File: src/rtl/pit_pkg.sv
`timescale 1ns/1ps
package pit_pkg;
   typedef enum logic {
      MODE_TIMER   = 1'b0,
      MODE_COUNTER = 1'b1
   } pit_mode_e;

   typedef struct packed {
      logic      irq_en;
      pit_mode_e mode;
   } pit_cfg_t;
endpackage

File: src/rtl/pit_cmd_decode.sv
`timescale 1ns/1ps
module pit_cmd_decode #(
   parameter int ADDR_W  = 4,
   parameter int A_CFG   = 2,
   parameter int A_START = 14,
   parameter int A_STOP  = 15
) (
   input  logic              bus_rd,
   input  logic              bus_wr,
   input  logic [ADDR_W-1:0] bus_addr,
   output logic              start_cmd,
   output logic              stop_cmd,
   output logic              cfg_wr
);
   localparam logic [ADDR_W-1:0] AD_CFG   = ADDR_W'(A_CFG);
   localparam logic [ADDR_W-1:0] AD_START = ADDR_W'(A_START);
   localparam logic [ADDR_W-1:0] AD_STOP  = ADDR_W'(A_STOP);

   assign start_cmd = bus_rd && (bus_addr == AD_START);
   assign stop_cmd  = bus_rd && (bus_addr == AD_STOP);
   assign cfg_wr    = bus_wr && (bus_addr == AD_CFG);
endmodule

File: src/rtl/pit_preload.sv
`timescale 1ns/1ps
module pit_preload #(
   parameter int              DATA_W   = 8,
   parameter int              CNT_W    = 16,
   parameter int              ADDR_W   = 4,
   parameter int              A_PRE_LO = 5,
   parameter logic [CNT_W-1:0] PRE_RST = '1
) (
   input  logic              clk,
   input  logic              rst_n,
   input  logic              bus_wr,
   input  logic [ADDR_W-1:0] bus_addr,
   input  logic [DATA_W-1:0] bus_wdata,
   output logic [CNT_W-1:0]  preload
);
   localparam int NBYTES = CNT_W / DATA_W;

   for (genvar i = 0; i < NBYTES; i++) begin : g_lane
      localparam logic [ADDR_W-1:0] LANE_ADDR = ADDR_W'(A_PRE_LO - i);
      always_ff @(posedge clk) begin
         if (!rst_n)
            preload[i*DATA_W +: DATA_W] <= PRE_RST[i*DATA_W +: DATA_W];
         else if (bus_wr && bus_addr == LANE_ADDR)
            preload[i*DATA_W +: DATA_W] <= bus_wdata;
      end
   end
endmodule

File: src/rtl/pit_core.sv
`timescale 1ns/1ps
module pit_core
   import pit_pkg::*;
#(
   parameter int               CNT_W   = 16,
   parameter logic [CNT_W-1:0] CNT_RST = '1
) (
   input  logic             clk,
   input  logic             rst_n,
   input  logic             tick,
   input  logic             start_cmd,
   input  logic             stop_cmd,
   input  logic             cfg_wr,
   input  pit_cfg_t         cfg_in,
   input  logic [CNT_W-1:0] preload,
   output logic [CNT_W-1:0] count,
   output pit_cfg_t         cfg_q,
   output logic             sq_out,
   output logic             ready
);
   localparam logic [CNT_W-1:0] ONE = CNT_W'(1);

   logic running;
   logic is_timer;
   logic halt_now;
   logic advance;
   logic at_term;

   assign is_timer = (cfg_q.mode == MODE_TIMER);
   assign halt_now = stop_cmd && !is_timer;
   assign advance  = running && tick && !start_cmd && !halt_now;
   assign at_term  = is_timer ? (count <= ONE) : (count == ONE);

   always_ff @(posedge clk) begin
      if (!rst_n) begin
         running <= 1'b0;
         cfg_q   <= '{irq_en: 1'b0, mode: MODE_TIMER};
         count   <= CNT_RST;
         sq_out  <= 1'b0;
      end else begin
         if (cfg_wr && !running)
            cfg_q <= cfg_in;
         if (start_cmd) begin
            running <= 1'b1;
            count   <= preload;
         end else begin
            if (halt_now)
               running <= 1'b0;
            if (advance) begin
               if (is_timer && at_term) begin
                  count  <= preload;
                  sq_out <= ~sq_out;
               end else begin
                  count <= count - ONE;
               end
            end
         end
      end
   end

   always_ff @(posedge clk) begin
      if (!rst_n)
         ready <= 1'b0;
      else if (stop_cmd)
         ready <= 1'b0;
      else if (advance && at_term)
         ready <= 1'b1;
   end

   // a running timer stays running
   a_r5_timer_keeps_running: assert property (@(posedge clk) disable iff (!rst_n)
      (running && is_timer) |=> running);
   // a stopped block only changes its count through a start
   a_r1_stopped_hold: assert property (@(posedge clk) disable iff (!rst_n)
      (!running && !start_cmd) |=> $stable(count));
   // start loads the preload
   a_r3_start_loads: assert property (@(posedge clk) disable iff (!rst_n)
      start_cmd |=> (count == $past(preload)));
   // configuration is frozen while running
   a_r8_cfg_frozen: assert property (@(posedge clk) disable iff (!rst_n)
      running |=> $stable(cfg_q));
   // stop clears the flag
   a_r7_stop_clears: assert property (@(posedge clk) disable iff (!rst_n)
      stop_cmd |=> !ready);
   // the square wave moves only in a running timer
   a_r4_sq_timer_only: assert property (@(posedge clk) disable iff (!rst_n)
      (sq_out != $past(sq_out)) |-> ($past(running) && $past(is_timer)));
endmodule

File: src/rtl/pit_readback.sv
`timescale 1ns/1ps
module pit_readback
   import pit_pkg::*;
#(
   parameter int DATA_W   = 8,
   parameter int CNT_W    = 16,
   parameter int ADDR_W   = 4,
   parameter int A_CFG    = 2,
   parameter int A_CNT_LO = 7
) (
   input  logic              clk,
   input  logic              rst_n,
   input  logic              bus_rd,
   input  logic [ADDR_W-1:0] bus_addr,
   input  logic [CNT_W-1:0]  count,
   input  pit_cfg_t          cfg_q,
   output logic [DATA_W-1:0] bus_rdata
);
   localparam int NBYTES = CNT_W / DATA_W;
   localparam logic [ADDR_W-1:0] AD_LO  = ADDR_W'(A_CNT_LO);
   localparam logic [ADDR_W-1:0] AD_CFG = ADDR_W'(A_CFG);

   logic [CNT_W-1:DATA_W] hold_q;
   logic [NBYTES-1:0]     lane_hit;
   logic [DATA_W-1:0]     lane_val [NBYTES];

   always_ff @(posedge clk) begin
      if (!rst_n)
         hold_q <= '1;
      else if (bus_rd && bus_addr == AD_LO)
         hold_q <= count[CNT_W-1:DATA_W];
   end

   for (genvar i = 0; i < NBYTES; i++) begin : g_lane
      localparam logic [ADDR_W-1:0] LANE_ADDR = ADDR_W'(A_CNT_LO - i);
      assign lane_hit[i] = (bus_addr == LANE_ADDR);
      if (i == 0) begin : g_live
         assign lane_val[i] = count[DATA_W-1:0];
      end else begin : g_held
         assign lane_val[i] = hold_q[i*DATA_W +: DATA_W];
      end
   end

   always_comb begin
      bus_rdata = '0;
      for (int i = 0; i < NBYTES; i++)
         if (lane_hit[i]) bus_rdata = lane_val[i];
      if (bus_addr == AD_CFG)
         bus_rdata = {{(DATA_W-2){1'b0}}, cfg_q.irq_en, cfg_q.mode};
   end

   // the upper byte shown equals the count captured at the last low read
   a_r10_capture: assert property (@(posedge clk) disable iff (!rst_n)
      (bus_rd && bus_addr == AD_LO) |=> (hold_q == $past(count[CNT_W-1:DATA_W])));
endmodule

File: src/rtl/prog_interval_timer.sv
`timescale 1ns/1ps
module prog_interval_timer
   import pit_pkg::*;
#(
   parameter int DATA_W   = 8,
   parameter int CNT_W    = 16,
   parameter int ADDR_W   = 4,
   parameter int A_CFG    = 2,
   parameter int A_PRE_LO = 5,
   parameter int A_CNT_LO = 7,
   parameter int A_START  = 14,
   parameter int A_STOP   = 15
) (
   input  logic              clk,
   input  logic              rst_n,
   input  logic              tick,
   input  logic              bus_rd,
   input  logic              bus_wr,
   input  logic [ADDR_W-1:0] bus_addr,
   input  logic [DATA_W-1:0] bus_wdata,
   output logic [DATA_W-1:0] bus_rdata,
   output logic              sq_out,
   output logic              ready,
   output logic              irq
);
   localparam int               NBYTES  = CNT_W / DATA_W;
   localparam logic [CNT_W-1:0] CNT_RST = '1;

   if (CNT_W % DATA_W != 0) begin : g_bad_split
      $error("count width must be a whole number of bytes");
   end
   if (NBYTES < 2 || DATA_W < 2) begin : g_bad_lanes
      $error("need at least two lanes of at least two bits");
   end
   if (A_PRE_LO < NBYTES - 1 || A_CNT_LO < NBYTES - 1) begin : g_bad_base
      $error("lane addresses fall below zero");
   end
   if (A_STOP >= (1 << ADDR_W) || A_START >= (1 << ADDR_W)) begin : g_bad_addr
      $error("command address does not fit the address width");
   end

   logic             start_cmd, stop_cmd, cfg_wr;
   logic [CNT_W-1:0] preload, count;
   pit_cfg_t         cfg_in, cfg_q;
   logic             unused_wdata_hi;

   assign cfg_in          = '{irq_en: bus_wdata[1], mode: pit_mode_e'(bus_wdata[0])};
   assign unused_wdata_hi = ^bus_wdata[DATA_W-1:2];

   pit_cmd_decode #(
      .ADDR_W(ADDR_W), .A_CFG(A_CFG), .A_START(A_START), .A_STOP(A_STOP)
   ) u_dec (
      .bus_rd(bus_rd), .bus_wr(bus_wr), .bus_addr(bus_addr),
      .start_cmd(start_cmd), .stop_cmd(stop_cmd), .cfg_wr(cfg_wr)
   );

   pit_preload #(
      .DATA_W(DATA_W), .CNT_W(CNT_W), .ADDR_W(ADDR_W),
      .A_PRE_LO(A_PRE_LO), .PRE_RST(CNT_RST)
   ) u_pre (
      .clk(clk), .rst_n(rst_n), .bus_wr(bus_wr), .bus_addr(bus_addr),
      .bus_wdata(bus_wdata), .preload(preload)
   );

   pit_core #(.CNT_W(CNT_W), .CNT_RST(CNT_RST)) u_core (
      .clk(clk), .rst_n(rst_n), .tick(tick),
      .start_cmd(start_cmd), .stop_cmd(stop_cmd), .cfg_wr(cfg_wr),
      .cfg_in(cfg_in), .preload(preload), .count(count), .cfg_q(cfg_q),
      .sq_out(sq_out), .ready(ready)
   );

   pit_readback #(
      .DATA_W(DATA_W), .CNT_W(CNT_W), .ADDR_W(ADDR_W),
      .A_CFG(A_CFG), .A_CNT_LO(A_CNT_LO)
   ) u_rb (
      .clk(clk), .rst_n(rst_n), .bus_rd(bus_rd), .bus_addr(bus_addr),
      .count(count), .cfg_q(cfg_q), .bus_rdata(bus_rdata)
   );

   assign irq = ready && cfg_q.irq_en;

   // the interrupt follows the flag only when enabled
   a_r9_irq_gate: assert property (@(posedge clk) disable iff (!rst_n)
      (ready && cfg_q.irq_en) |-> irq);
endmodule

File: config.mk
export PLATFORM = sky130hd
export DESIGN_NAME = prog_interval_timer
export DESIGN_NICKNAME = d
export VERILOG_FILES = /design/src/rtl/pit_pkg.sv /design/src/rtl/pit_cmd_decode.sv /design/src/rtl/pit_preload.sv /design/src/rtl/pit_core.sv /design/src/rtl/pit_readback.sv /design/src/rtl/prog_interval_timer.sv
export SDC_FILE = /design/constraint.sdc
export NUM_CORES = 1
export LEC_CHECK = 0
export BUFFER_PORTS_ARGS = -buffer_cell sky130_fd_sc_hd__buf_2
export CORE_MARGIN = 4
export CORE_UTILIZATION = 40
export DETAILED_ROUTE_END_ITERATION = 8
export SETUP_SLACK_MARGIN = 0.1
export SKIP_CTS_REPAIR_TIMING = 1
export SLEW_MARGIN = 30
export SYNTH_ARGS = -nofsm -noshare
export SYNTH_HDL_FRONTEND = slang
export SYNTH_SLANG_ARGS = --single-unit
File: constraint.sdc
create_clock -name clk -period 6.8 [get_ports clk]
set_clock_uncertainty 0.2 [all_clocks]
set_input_delay 0 -clock clk [delete_from_list [all_inputs] [get_ports clk]]
set_output_delay 0 -clock clk [all_outputs]
set_load 0.01 [all_outputs]
==> impl_metrics.sql <==
INSERT INTO impl_metrics (metric_group, metric, value, unit) VALUES
('worst_hold_path', 'worstHoldStart', 'bus_wr', ''),
('grt', 'grt_start_max_net_pins', '42', ''),
('yosys', 'dominant_register_cell_in_the_synthesized_netlist', 'sky130_fd_sc_hd__dfxtp_1', ''),
('floorplan', 'floorplan.die_area', '7410', 'µm²'),
('power_and_ir_drop', 'cellLeakagePower', '1.13', 'nW'),
('placed_design', 'place.gp.congestion', '0.904', ''),
('clock_tree', 'clock_sink_count', '45', ''),
('grt', 'grtUsageTotal', '17.6', '%'),
('final_layout', 'fin_cells', '380', ''),
('final_layout', 'nFillCells', '585', ''),
('yosys', 'ys_warn_count', '0', ''),
('run_status', 'failing_checks', 'hold timing', ''),
('sta', 'post-route-period-util', '39.6', '%'),
('final_layout', 'utilization', '46.7', '%'),
('yosys', 'async_reset_ff_share', '0', '%'),
('routing', 'via_count', '2156', ''),
('floorplan', 'die_y', '86.1', 'µm'),
('sta', 'maxSlewHeadroom', '38.8', '%'),
('routing', 'route.antenna.remaining_nets', '0', ''),
('floorplan', 'row_count', '28', ''),
('final_layout', 'design_area', '2770', 'µm²'),
('final_layout', 'mostFrequentLayoutCell', 'sky130_fd_sc_hd__dfxtp_1', ''),
('yosys', 'syn_avg_cell_area', '8.74', 'µm²'),
('final_layout', 'flow.area_growth_from_synthesis', '13.4', '%'),
('placed_design', 'placement.io_buffers', '27', ''),
('yosys', 'synth_edf_count', '0', ''),
('sta', 'hold_violations', '10', ''),
('grt', 'groute.layer.met2.usage', '25.4', '%'),
('routing', 'wire_per_inst', '16.1', 'µm'),
('sta', 'hold_ws', '-0.0245', 'ns'),
('sta', 'clock.fmax', '371', 'MHz'),
('grt', 'grt_overflow', '0', ''),
('sta', 'worst_pin_slew', '0.915', 'ns'),
('sta', 'setup_total_negative_slack', '0', 'ns'),
('grt', 'grt_first_pass_wirelength', '10.2', 'mm'),
('worst_hold_path', 'hp-class', 'in2reg', ''),
('power_and_ir_drop', 'total_power', '535', 'µW'),
('yosys', 'mappedNetlistNets', '298', ''),
('routing', 'drt_iter0_drc', '263', ''),
('clock_tree', 'cts.reportedPaths.clkPinSlew', '0.08', 'ns'),
('placed_design', 'dp_cells', '363', ''),
('setup_path', 'rr_worst_depth', '7', ''),
('routing', 'first_pass_iteration_count_of_the_detailed_router', '4', ''),
('setup_path', 'worstSetupEndpoint', 'u_core.count[10]$_SDFFE_PN1P_', ''),
('job', 'drv.max_cap_violation_count', '0', ''),
('placed_design', 'dpl-instance-area', '2560', 'µm²'),
('yosys', 'mappedNetlistArea', '2440', 'µm²'),
('setup_path', 'timing.reg2reg.setup_slack', '4.10', 'ns'),
('power_and_ir_drop', 'irDropWorstVdd', '0.0792', 'mV'),
('sta', 'rsz_0062_raised_after_global_routing', 'false', ''),
('setup_path', 'r2r-start', 'u_core.count[0]$_SDFFE_PN1P_', ''),
('yosys', 'unique_masters_post_synth', '53', ''),
('setup_path', 'worst-path-max-fanout', '9', ''),
('floorplan', 'floorplan.die.width', '86.1', 'µm'),
('floorplan', 'floorplan.io_pins', '28', ''),
('clock_tree', 'worstSkewPairLatency', '0.30', 'ns'),
('setup_path', 'startpoint', 'u_core.count[0]$_SDFFE_PN1P_', ''),
('routing', 'drc_errors', '0', ''),
('routing', 'routed_wl', '6.11', 'mm'),
('setup_path', 'cp_data_arrival_time', '2.70', 'ns'),
('sta', 'timing.final.ws_setup', '4.10', 'ns'),
('setup_path', 'worst-setup-path-type', 'reg2reg', ''),
('clock_tree', 'cts-buffers-inserted', '5', ''),
('setup_path', 'reg2reg_to', 'u_core.count[10]$_SDFFE_PN1P_', ''),
('run_status', 'outcome', 'finished with violations', ''),
('final_layout', 'drive_gt1_share', '18.4', '%'),
('grt', 'first_global_vias', '1943', ''),
('clock_tree', 'tritoncts_clock_tree', 'yes', ''),
('grt', 'gr-usage-met1', '26.0', '%'),
('sta', 'clock_period_minus_final_worst_setup_slack', '2.70', 'ns'),
('power_and_ir_drop', 'powerDensity', '194', 'nW/µm²');
cell type report:
class	instances	area [µm²]	share of cell area [%]
inverters	7	26.3	0.950
clock inverters	1	30.0	1.09
multi-input cells	209	1400	50.7
repair buffers	36	225	8.14
flip-flops and latches	45	901	32.6
clock buffers	7	86.3	3.12
well taps	75	93.8	3.39
Yosys cell counts (4+ instances only):
library cell               count  area [µm²]
sky130_fd_sc_hd__nor2_1       25        93.8
sky130_fd_sc_hd__dfxtp_1      45         901
sky130_fd_sc_hd__nor4_1       10        62.6
sky130_fd_sc_hd__nor3_1        8        40.0
sky130_fd_sc_hd__inv_1         7        26.3
sky130_fd_sc_hd__nand2_1      34         128
sky130_fd_sc_hd__o21ai_0       9        45.0
sky130_fd_sc_hd__nand3_1       7        35.0
sky130_fd_sc_hd__a22oi_1       6        45.0
sky130_fd_sc_hd__a21oi_1       7        35.0
sky130_fd_sc_hd__mux2i_1      32         320
sky130_fd_sc_hd__o221a_2       5        56.3
sky130_fd_sc_hd__clkbuf_1      9        33.8
sky130_fd_sc_hd__o211ai_1      5        37.5
sky130_fd_sc_hd__a31oi_1       7        43.8
sky130_fd_sc_hd__or2_2         5        31.3
sky130_fd_sc_hd__or3_1         4        25.0
sky130_fd_sc_hd__buf_6         4        45.0
sky130_fd_sc_hd__nand4_1       6        37.5
cells by family after synthesis:
logic type	after synthesis	share of synthesized area (%)
AOI/OAI and AO/OA	54	16.1
xor gates and xnor gates	1	0.359
adders and majority gates	2	1.03
buffers and inverters	25	5.60
DFF	45	37.0
muxes	34	14.1
and+or+nand+nor	118	25.9
flip-flops by register name, summed over array words and instances, names as in the netlist:
name / flops
u_core.count: 16
u_core.running: 1
u_pre.preload: 16
u_core.ready: 1
u_core.cfg_q: 2
u_core.sq_out: 1
u_rb.hold_q: 8
worst max-delay path, stage by stage, from the launching register on:
cell                      delay, ns
sky130_fd_sc_hd__dfxtp_1       0.42
sky130_fd_sc_hd__inv_1         0.13
sky130_fd_sc_hd__ha_1          0.28
sky130_fd_sc_hd__or3b_4        0.43
sky130_fd_sc_hd__or3_1         0.37
sky130_fd_sc_hd__or3_1         0.38
sky130_fd_sc_hd__nor4b_4       0.15
sky130_fd_sc_hd__nor4_1        0.27
report_power, final:
group	leakage [nW]	total [mW]	internal (mW)	switching, mW
Sequential	0.365	0.280	0.269	0.0101
Clock	0.0585	0.209	0.120	0.0896
Combinational	0.709	0.0462	0.0215	0.0247
Total	1.13	0.535	0.411	0.124
worst min path at each step:
stage | endpoint | slack, ns | cells past startpoint
2_1_floorplan | u_pre.preload[0]$_SDFFE_PN1P_ | -0.07 | 2
3_3_place_gp | u_pre.preload[5]$_SDFFE_PN1P_ | 0.03 | 3
3_5_place_dp | u_pre.preload[2]$_SDFFE_PN1P_ | 0.03 | 3
4_1_cts | u_pre.preload[2]$_SDFFE_PN1P_ | -0.28 | 3
5_1_grt | u_core.ready$_SDFFE_PP0P_ | 0.003 | 2
6_report | u_core.cfg_q[1]$_SDFFE_PN0P_ | -0.02 | 4
layer usage:
layer | routed length [µm] | part of all wire, %
met5 | 0 | 0
met1 | 3130 | 51
met3 | 318 | 5.2
met4 | 71 | 1.2
met2 | 2600 | 42
(Power assumes the default switching activity.)
